--- src/rtl/irq_entry_pkg.sv ---
package irq_entry_pkg;

  typedef enum logic [1:0] {
    ST_IDLE = 2'd0,
    ST_PUSH = 2'd1,
    ST_LOAD = 2'd2
  } seq_state_e;

  // Bytes needed to hold a program counter of the given width.
  function automatic int ret_bytes(input int pc_width);
    if (pc_width > 16) return 3;
    else if (pc_width > 8) return 2;
    else return 1;
  endfunction

endpackage

--- src/rtl/irq_prio_pick.sv ---
module irq_prio_pick #(
  parameter int N  = 8,
  parameter int IW = (N > 1) ? $clog2(N) : 1
) (
  input  logic [N-1:0]  pend,
  output logic          any,
  output logic [IW-1:0] idx,
  output logic [N-1:0]  win_oh
);
  // Scan from the top so the lowest set bit is the last one written.
  always_comb begin
    idx    = '0;
    win_oh = '0;
    for (int i = N - 1; i >= 0; i--) begin
      if (pend[i]) begin
        idx    = IW'(i);
        win_oh = N'(1) << i;
      end
    end
    any = |pend;
  end

  always_comb begin
    assert_grant_onehot_R3: assert ($onehot0(win_oh));
  end
endmodule

--- src/rtl/irq_stack_push.sv ---
module irq_stack_push #(
  parameter int PC_W = 22,
  parameter int SP_W = 16,
  parameter int NB   = 3,
  localparam int RW  = NB * 8
) (
  input  logic            clk,
  input  logic            rst_n,
  input  logic            start,
  input  logic [PC_W-1:0] ret_pc,
  input  logic [SP_W-1:0] sp_start,
  output logic            stk_valid,
  input  logic            stk_ready,
  output logic [SP_W-1:0] stk_addr,
  output logic [7:0]      stk_data,
  output logic            done,
  output logic [SP_W-1:0] sp_cur
);
  logic          active_q;
  logic [1:0]    cnt_q;
  logic [RW-1:0] ret_q;
  logic          fire;

  assign fire      = active_q && stk_ready;
  assign done      = fire && (int'(cnt_q) == NB - 1);
  assign stk_valid = active_q;
  assign stk_addr  = sp_cur;
  assign stk_data  = ret_q[int'(cnt_q) * 8 +: 8];

  always_ff @(posedge clk or negedge rst_n) begin
    if (!rst_n) begin
      active_q <= 1'b0;
      cnt_q    <= '0;
      ret_q    <= '0;
      sp_cur   <= '0;
    end else if (start) begin
      active_q <= 1'b1;
      cnt_q    <= '0;
      ret_q    <= RW'(ret_pc);
      sp_cur   <= sp_start;
    end else if (fire) begin
      sp_cur <= sp_cur - SP_W'(1);
      if (done) active_q <= 1'b0;
      else      cnt_q    <= cnt_q + 2'd1;
    end
  end

  assert_hold_under_stall_R9: assert property (@(posedge clk) disable iff (!rst_n)
    (stk_valid && !stk_ready) |=> ($stable(stk_addr) && $stable(stk_data) && stk_valid));
  assert_byte_count_R6: assert property (@(posedge clk) disable iff (!rst_n)
    stk_valid |-> (int'(cnt_q) < NB));
endmodule

--- src/rtl/irq_entry_seq.sv ---
module irq_entry_seq
  import irq_entry_pkg::*;
#(
  parameter int NUM_SRC  = 8,
  parameter int PC_W     = 22,
  parameter int SP_W     = 16,
  parameter bit LONG_JMP = 1'b1
) (
  input  logic               clk,
  input  logic               rst_n,
  input  logic               rst_req,
  input  logic [NUM_SRC-1:0] irq_set,
  input  logic               gie,
  input  logic               skip_pend,
  input  logic [PC_W-1:0]    pc_in,
  input  logic [SP_W-1:0]    sp_in,
  output logic               stk_valid,
  input  logic               stk_ready,
  output logic [SP_W-1:0]    stk_addr,
  output logic [7:0]         stk_data,
  output logic               busy,
  output logic               irq_req,
  output logic [NUM_SRC-1:0] pend_o,
  output logic               pc_load,
  output logic [PC_W-1:0]    pc_target,
  output logic               gie_clr,
  output logic [SP_W-1:0]    sp_out
);
  localparam int IW = (NUM_SRC > 1) ? $clog2(NUM_SRC) : 1;
  localparam int VW = $clog2(NUM_SRC + 1);
  localparam int NB = ret_bytes(PC_W);

  seq_state_e         state_q;
  logic [NUM_SRC-1:0] pend_q, win_oh, clr_mask;
  logic               rst_p_q, any_hw, decide, take, push_done;
  logic [IW-1:0]      win_idx;
  logic [VW-1:0]      vec;
  logic [PC_W-1:0]    tgt_d, tgt_q;

  irq_prio_pick #(.N(NUM_SRC), .IW(IW)) u_pick (
    .pend(pend_q), .any(any_hw), .idx(win_idx), .win_oh(win_oh)
  );

  // Arbitration happens only when idle and no skip is outstanding.
  assign decide   = (state_q == ST_IDLE) && !skip_pend && (rst_p_q || any_hw);
  assign take     = decide && gie;
  assign clr_mask = (decide && !rst_p_q) ? win_oh : '0;
  assign vec      = rst_p_q ? '0 : VW'(win_idx) + VW'(1);

  generate
    if (LONG_JMP) begin : g_two_word
      assign tgt_d = PC_W'(vec) << 1;
    end else begin : g_one_word
      assign tgt_d = PC_W'(vec);
    end
  endgenerate

  irq_stack_push #(.PC_W(PC_W), .SP_W(SP_W), .NB(NB)) u_push (
    .clk(clk), .rst_n(rst_n), .start(take), .ret_pc(pc_in), .sp_start(sp_in),
    .stk_valid(stk_valid), .stk_ready(stk_ready), .stk_addr(stk_addr),
    .stk_data(stk_data), .done(push_done), .sp_cur(sp_out)
  );

  always_ff @(posedge clk or negedge rst_n) begin
    if (!rst_n) begin
      state_q <= ST_IDLE;
      pend_q  <= '0;
      rst_p_q <= 1'b0;
      tgt_q   <= '0;
    end else begin
      pend_q  <= (pend_q & ~clr_mask) | irq_set;
      rst_p_q <= (rst_p_q && !decide) || rst_req;
      unique case (state_q)
        ST_IDLE: if (take) begin
          state_q <= ST_PUSH;
          tgt_q   <= tgt_d;
        end
        ST_PUSH: if (push_done) state_q <= ST_LOAD;
        default: state_q <= ST_IDLE;
      endcase
    end
  end

  assign busy      = (state_q != ST_IDLE);
  assign pc_load   = (state_q == ST_LOAD);
  assign gie_clr   = (state_q == ST_LOAD);
  assign pc_target = tgt_q;
  assign pend_o    = pend_q;
  assign irq_req   = rst_p_q || any_hw;

  assert_skip_blocks_R1: assert property (@(posedge clk) disable iff (!rst_n)
    (!busy && skip_pend) |=> (!busy && ((pend_o & ~$past(irq_set)) == $past(pend_o))));
  assert_valid_in_busy_R9: assert property (@(posedge clk) disable iff (!rst_n)
    stk_valid |-> busy);
  assert_busy_ends_on_load_R7: assert property (@(posedge clk) disable iff (!rst_n)
    $fell(busy) |-> $past(pc_load));
  assert_load_after_push_R7: assert property (@(posedge clk) disable iff (!rst_n)
    pc_load |-> $past(stk_valid && stk_ready));
endmodule

--- config.mk ---
export PLATFORM = sky130hd
export DESIGN_NAME = irq_entry_seq
export DESIGN_NICKNAME = d
export VERILOG_FILES = /design/src/rtl/irq_entry_pkg.sv /design/src/rtl/irq_prio_pick.sv /design/src/rtl/irq_stack_push.sv /design/src/rtl/irq_entry_seq.sv
export SDC_FILE = /design/constraint.sdc
export NUM_CORES = 1
export LEC_CHECK = 0
export ABC_AREA = 0
export BUFFER_PORTS_ARGS = -buffer_cell sky130_fd_sc_hd__buf_2
export CAP_MARGIN = 40
export CORE_MARGIN = 3
export CORE_UTILIZATION = 30
export CTS_BUF_LIST = sky130_fd_sc_hd__clkbuf_4
export CTS_CLUSTER_DIAMETER = 40
export DETAILED_ROUTE_END_ITERATION = 10
export GPL_TIMING_DRIVEN = 0
export PLACE_DENSITY = 0.56
export SKIP_LAST_GASP = 1
export SLEW_MARGIN = 20
export SYNTH_ARGS = -nofsm -noshare
export SYNTH_HDL_FRONTEND = slang
export SYNTH_SLANG_ARGS = --single-unit
--- constraint.sdc ---
create_clock -name clk -period 2 [get_ports clk]
set_input_delay 0.1 -clock clk [delete_from_list [all_inputs] [get_ports clk]]
set_output_delay 0.1 -clock clk [all_outputs]
set_load 0.01 [all_outputs]
==> results of run 1 <==
==> worst max-delay path: stages, from the launching register on <==
cell and delay, ps:
dfrtp_1 420, buf_6 140, or4_4 520, nor2_4 140
nand2_2 80, buf_6 140
==> per-stage QoR <==
stage	hold WS, ps	TNS, ps	std cells
6_report	86.4	0	617
2_1_floorplan	-196	0	314
3_3_place_gp	279	0	555
5_1_grt	115	-48.8	617
4_1_cts	61.9	0	612
3_5_place_dp	217	0	556
==> layout make-up <==
cell class / count / area [µm²] / area share
buffer: 43 / 347 / 0.0757
clock inverter: 3 / 22.5 / 0.00492
inverter: 5 / 18.8 / 0.00410
clock buffer: 5 / 37.5 / 0.00820
tap: 133 / 166 / 0.0364
multi-input combinational: 209 / 1510 / 0.329
sequential: 56 / 1400 / 0.307
antenna: 1 / 2.50 / 0.000547
timing repair buffer: 162 / 1070 / 0.234
==> path summary, 6_finish.rpt <==
check	start	to	cells after the start
max in group asynchronous	rst_n	u_push.cnt_q[0]$_DFFE_PN0P_	2
min in group asynchronous	rst_n	u_push.sp_cur[11]$_DFFE_PN0P_	2
min reg2reg	pc_target[1]$_DFFE_PN0P_	pc_target[1]$_DFFE_PN0P_	1
min	stk_ready	state_q[1]$_DFFE_PN0P_	3
max reg2reg	state_q[1]$_DFFE_PN0P_	u_push.ret_q[7]$_DFFE_PN0P_	4
max	pend_o[0]$_DFF_PN0_	irq_req	5
==> metal layers <==
| metal | global-route usage | part of all wire | routed length (µm) |
|---|---|---|---|
| met1 | 0.182 | 0.45 | 3770 |
| met5 | 0 | 0 | 0 |
| met4 | 0.0361 | 0.0083 | 70 |
| met2 | 0.245 | 0.50 | 4200 |
| met3 | 0.0207 | 0.044 | 370 |
==> where the power goes <==
group,leakage (nW),switching [mW],total (mW),internal [mW]
Clock,0.0356,0.387,0.530,0.143
Sequential,0.632,0.492,2.07,1.58
Combinational,1.52,1.13,2.57,1.44
Total,2.19,2.01,5.17,3.16
==> registers in the layout, summed over array words and instances (netlist names) <==
name	flops
u_push.ret_q	22
u_push.sp_cur	16
pend_o	8
pc_target	4
state_q	2
u_push.cnt_q	2
rst_p_q	1
u_push.stk_valid	1
==> repair_timing <==
item                       in CTS  in global routing
pin swaps                       1                  3
hold buffers                   48                  0
gates resized for setup         6                  5
setup buffers                   1                  4
setup endpoints to repair       7                 19
hold endpoints to repair      103                  0
==> logic make-up after synthesis <==
family          Yosys count  share of synthesized area
simple gates             94                      0.165
other cells               1                    0.00118
fa+ha+maj                 3                     0.0118
compound gates           50                     0.0964
mux                      31                      0.134
flops                    56                      0.440
xor+xnor                 13                     0.0358
buf+inv                  49                      0.116
==> placed cells by master (no fill, tap or decap), drive strengths merged, types with 2 or more instances in the layout <==
cell / instances
a21o: 4
a21oi: 20
a22o: 2
a31oi: 3
buf: 156
clkbuf: 6
clkinv: 2
conb: 18
dfrtp: 56
dlygate4sd3: 48
ha: 3
inv: 6
mux2: 23
mux2i: 8
nand2: 17
nand2b: 6
nand3: 5
nand4: 3
nor2: 33
nor2b: 3
nor3: 4
nor4: 5
nor4b: 2
nor4bb: 2
o21ai: 13
or3: 4
or4: 3
xnor2: 7
xor2: 6
==> results.yml, run 1 <==
synthesis:
  ys_top_cells_by_area: "dfrtp_1 (44%), mux2_4 (11%), buf_4 (8.3%)"
  synthTopCellsByCount: "dfrtp_1 (56), buf_4 (35), nor2_1 (33), mux2_4 (23), a21oi_1 (20)"
  yosysWarnings: 0
  synth.most_common_cell: "dfrtp_1"
  seq_area_frac_synth: 0.440
  synth_area_per_cell_um2: 10.7
  synthesis.area_um2: 3180
  ys.flop_type: "dfrtp_1"
  syn_inst: 297
  yosysTopAreaCell: "dfrtp_1"
  synth_cell_types: 47
  synth.top_cell.area_share: 0.440
  async_reset_ff_frac: 1.00
  ys_ff_latch: 56
  synth_edf_count: 0
placed_design:
  portBuffers: 108
  hpwl_um: 5840
  pre_cts_slack_ps: 71.5
  placed_area_um2: 3960
  place.gp.congestion: 0.763
timing:
  hold_violations: 0
  layout_setup_ws_ps: 97.3
  min_period_ps: 1900
  setup_viol: 0
  fin_crit_sh: 0.951
  slew_headroom: 0.472
  slew_violations: 0
  rsz0062_at_grt: "true"
  worst_clock_skew_ps: 19.5
  worstMarginPinSlew_ps: 781
  max_freq_mhz: 526
cells_and_area:
  n_fill_cell: 941
  finish.instance_area_um2: 4580
  syn_to_final_growth_pct: 43.8
  drive_gt1_frac: 0.418
  nNetsFinal: 537
  postLayoutCoreUtil: 0.456
hold_path:
  hold_path_class: "input pin to flip-flop"
critical_path:
  critPathLaunchType: "flip-flop"
  cp.required_ps: 1900
  setup.worst_path.end_class: "output pin"
  r2r_slack_ps: 140
  cp_max_fo: 9
  criticalPathCategory: "flip-flop to output pin"
  cp_data_arrival_time_ps: 1800
detailed_routing:
  wl_per_cell_um: 13.6
  vias: 2716
  ant_nets: 0
  drcViolationCount: 0
  viasPerCell: 4.40
  wirelength_um: 8410
  drtIter0Drc: 61
  drtPass1Iterations: 4
floorplan:
  ios: 127
  die_area_um2: 11900
  die_w_um: 109
  start_util: 0.317
  fp-row-count: 36
  fp.coreArea_um2: 10000
  die_h_um: 109
clocking:
  cts.sinks: 56
  cts_buffers: 5
  h-tree-depth: 2
  clockRootBuffer: "clkbuf_4"
  clk_latency_ps: 390
  clk_path_buf_depth: 2
  clk_pin_slew_worst_paths_ps: 160
  tritoncts: "done"
global_route:
  gr-total-overflow: 0
  grt_pass1_vias: 2706
  grt_pass1_wl_um: 13200
  track_usage: 0.141
  grt_max_degree: 57
  antenna_found_initial: 1
pwr:
  powerDensity_nw_per_um2: 1130
  totalPowerFinal_mw: 5.17
  leakage_nw: 2.19
  ir_drop_mv: 0.455
status:
  outcome: "finished, final reports clean"
flow_run:
  drv_cap: 0
Power figures use the tool's default switching activity.
==> run 2: changes to the inputs <==
Settings changed: ABC_AREA 0 to 1, PLACE_DENSITY 0.56 to 0.55.
==> run 2 against run 1 <==
First-iteration DRC count increased to 2.9 times the previous value. Hold slack got worse by 60 ps. Global-route usage rose by 1.0 points. Synthesized cell count increased by 51%. Largest power group is now sequential cells. Via count up 22%. Largest cell class unchanged. Sequential share of layout area down 0.23 points. Sequential power fell by 45%. Clock skew fell by 4.1 ps. Cell count rose by 23%. Register-to-register slack better by 230 ps. Wire length rose by 8.9%.
==> results.yml, run 2 <==
status:
  outcome: "finished, final reports clean"
synthesis:
  synth_cell_types: 25
  synth.most_common_cell: "nand2_1"
  yosysWarnings: 0
  seq_area_frac_synth: 0.425
  synthTopCellsByCount: "nand2_1 (157), dfrtp_1 (56), nor2_1 (48), nand3_1 (36)"
  ys_top_cells_by_area: "dfrtp_1 (42%), nand2_1 (18%), buf_4 (8.0%)"
  synth.top_cell.area_share: 0.425
  ys_ff_latch: 56
  async_reset_ff_frac: 1.00
  yosysTopAreaCell: "dfrtp_1"
  synth_area_per_cell_um2: 7.36
  synth_edf_count: 0
  ys.flop_type: "dfrtp_1"
  syn_inst: 448
  synthesis.area_um2: 3300
detailed_routing:
  drtIter0Drc: 174
  wl_per_cell_um: 12.0
  wirelength_um: 9150
  ant_nets: 0
  vias: 3321
  drtPass1Iterations: 4
  drcViolationCount: 0
  viasPerCell: 4.36
timing:
  layout_setup_ws_ps: 219
  max_freq_mhz: 562
  hold_violations: 0
  fin_setup_tns_ps: 0
  rsz0062_at_grt: "false"
  slew_violations: 0
  setup_viol: 0
  hold_ws_ps: 26.4
  worst_clock_skew_ps: 15.4
  min_period_ps: 1780
  fin_crit_sh: 0.890
cells_and_area:
  postLayoutCoreUtil: 0.438
  max_flop_register: "u_push.ret_q"
  antenna_cells: 0
  nNetsFinal: 679
  drive_gt1_frac: 0.274
  syn_to_final_growth_pct: 39.5
  final_cell_mix: "nand2_1 (157), buf_2 (111), dfrtp_1 (56)"
  final_common_cell: "nand2_1"
  largest_reg_flops: 22
  instances_no_fill: 761
critical_path:
  r2r_slack_ps: 370
  cp.required_ps: 1900
  reg2reg_depth: 10
  cp_max_fo: 10
  critPathLaunchType: "flip-flop"
  criticalPathCategory: "flip-flop to output pin"
  reg2reg_to: "u_push.ret_q[19]$_DFFE_PN0P_"
  setup.worst_path.end_class: "output pin"
  cp_data_arrival_time_ps: 1680
  worstReg2RegStart: "pend_o[0]$_DFF_PN0_"
global_route:
  grt_pass1_vias: 3123
  met2_usage: 0.255
  met1_usage: 0.198
  antenna_found_initial: 0
  use_met3: 0.0311
  grt_pass1_wl_um: 15200
  gr-total-overflow: 0
  track_usage: 0.151
  grt_max_degree: 57
  grt_busiest_layer: "met2"
floorplan:
  die_w_um: 111
  ios: 127
  die_area_um2: 12300
  start_util: 0.314
  fp.coreArea_um2: 10500
  die_h_um: 111
  fp-row-count: 37
clocking:
  cts.sinks: 56
  cts_buffers: 5
  clk_latency_ps: 400
  cts_setup_buffers: 0
  clk_path_buf_depth: 2
  tritoncts: "done"
  h-tree-depth: 2
  clk_pin_slew_worst_paths_ps: 160
  clockRootBuffer: "clkbuf_4"
pwr:
  p_clk_frac: 0.285
  p_sw_frac: 0.243
  p_sw_uw: 451
  seq_power_share: 0.611
  powerDensity_nw_per_um2: 403
  comb_power_share: 0.104
  leakage_nw: 2.69
  p_int_mw: 1.40
  ir_drop_mv: 0.234
placed_design:
  place.gp.congestion: 0.835
  pre_cts_slack_ps: 4.38
  hpwl_um: 6720
  dp_cells: 708
  portBuffers: 107
hold_path:
  hold_path_class: "input pin to flip-flop"
  holdPathStages: 5
  worstHoldStart: "sp_in[13]"
  min_to: "u_push.sp_cur[13]$_DFFE_PN0P_"
flow_run:
  drv_cap: 0
[run 2: changes by cell type after synthesis, sizes merged, moves of 8 or more]
cell / delta
a21oi: -17
nor2: +19
mux2i: -8
nand2: +140
nand3: +33
mux2: -23
inv: +34
[run 2: cell type report]
class                   count  area, µm²
plain buffers              48        355
clock buffers               6       45.0
clock inverters             2       11.3
fillers                  1087       5910
inverters                  39        146
multi-input cells         321       1460
flip-flops and latches     56       1400
well taps                 136        170
repair buffers            153       1020
[run 2: cell families (layout without fill, tap and decap cells)]
| group | count (synthesis) | after routing | share of synthesized area |
|---|---|---|---|
| XOR/XNOR | 8 | 8 | 0.0212 |
| adder cells (fa/ha/maj) | 3 | 3 | 0.0114 |
| AO/OA/AOI/OAI | 33 | 33 | 0.0577 |
| other | 1 | 18 | 0.00114 |
| AND/OR/NAND/NOR | 259 | 259 | 0.331 |
| flip-flops | 56 | 56 | 0.425 |
| buffers and inverters | 88 | 248 | 0.153 |
[run 2: worst max-delay path, cell delays in order, from the launching register on]
cell and delay (ps):
dfrtp_1 510, inv_2 150, buf_2 250, nand3_1 90, o21ai_0 110, buf_2 170
[run 2: metal layers]
layer,up-vias,part of all wire
li1,1691,-
met1,1504,0.45
met2,118,0.47
met3,8,0.065
met4,0,0.012
met5,-,0
[run 2: through the flow]
step	cell area [µm²]	power [mW]
CTS	4580	1.88
floorplan	3360	1.20
finish	4600	1.85
global route	4600	1.95
global placement	4070	1.27
detailed placement	4070	1.28
[run 2: power groups by stage]
stage	Sequential (mW)	Clock [mW]	Combinational (mW)
2_1_floorplan	1.15	0	0.0462
3_3_place_gp	1.15	0	0.121
3_5_place_dp	1.15	0	0.122
4_1_cts	1.13	0.559	0.189
5_1_grt	1.13	0.601	0.214
6_report	1.13	0.528	0.193
[run 2: worst max-delay path by stage]
| stage | start | to | slack [ps] | cells past startpoint |
|---|---|---|---|---|
| global placement | u_push.cnt_q[0]$_DFFE_PN0P_ | u_push.stk_valid$_DFFE_PN0P_ | 90 | 9 |
| global route | u_push.cnt_q[0]$_DFFE_PN0P_ | stk_data[5] | 50 | 5 |
| CTS | u_push.cnt_q[0]$_DFFE_PN0P_ | stk_data[2] | 4 | 6 |
| detailed placement | u_push.cnt_q[0]$_DFFE_PN0P_ | u_push.stk_valid$_DFFE_PN0P_ | 4 | 9 |
| finish | u_push.cnt_q[0]$_DFFE_PN0P_ | stk_data[3] | 220 | 5 |
| floorplan | u_push.cnt_q[0]$_DFFE_PN0P_ | u_push.stk_valid$_DFFE_PN0P_ | 430 | 9 |
[run 2: timing repair]
| action | 4_1_cts | 5_1_grt |
|---|---|---|
| hold endpoints to repair | 99 | 0 |
| pin swaps | 0 | 0 |
| setup endpoints to repair | 10 | 13 |
| resized for setup | 1 | 2 |
| hold buffers | 45 | 0 |
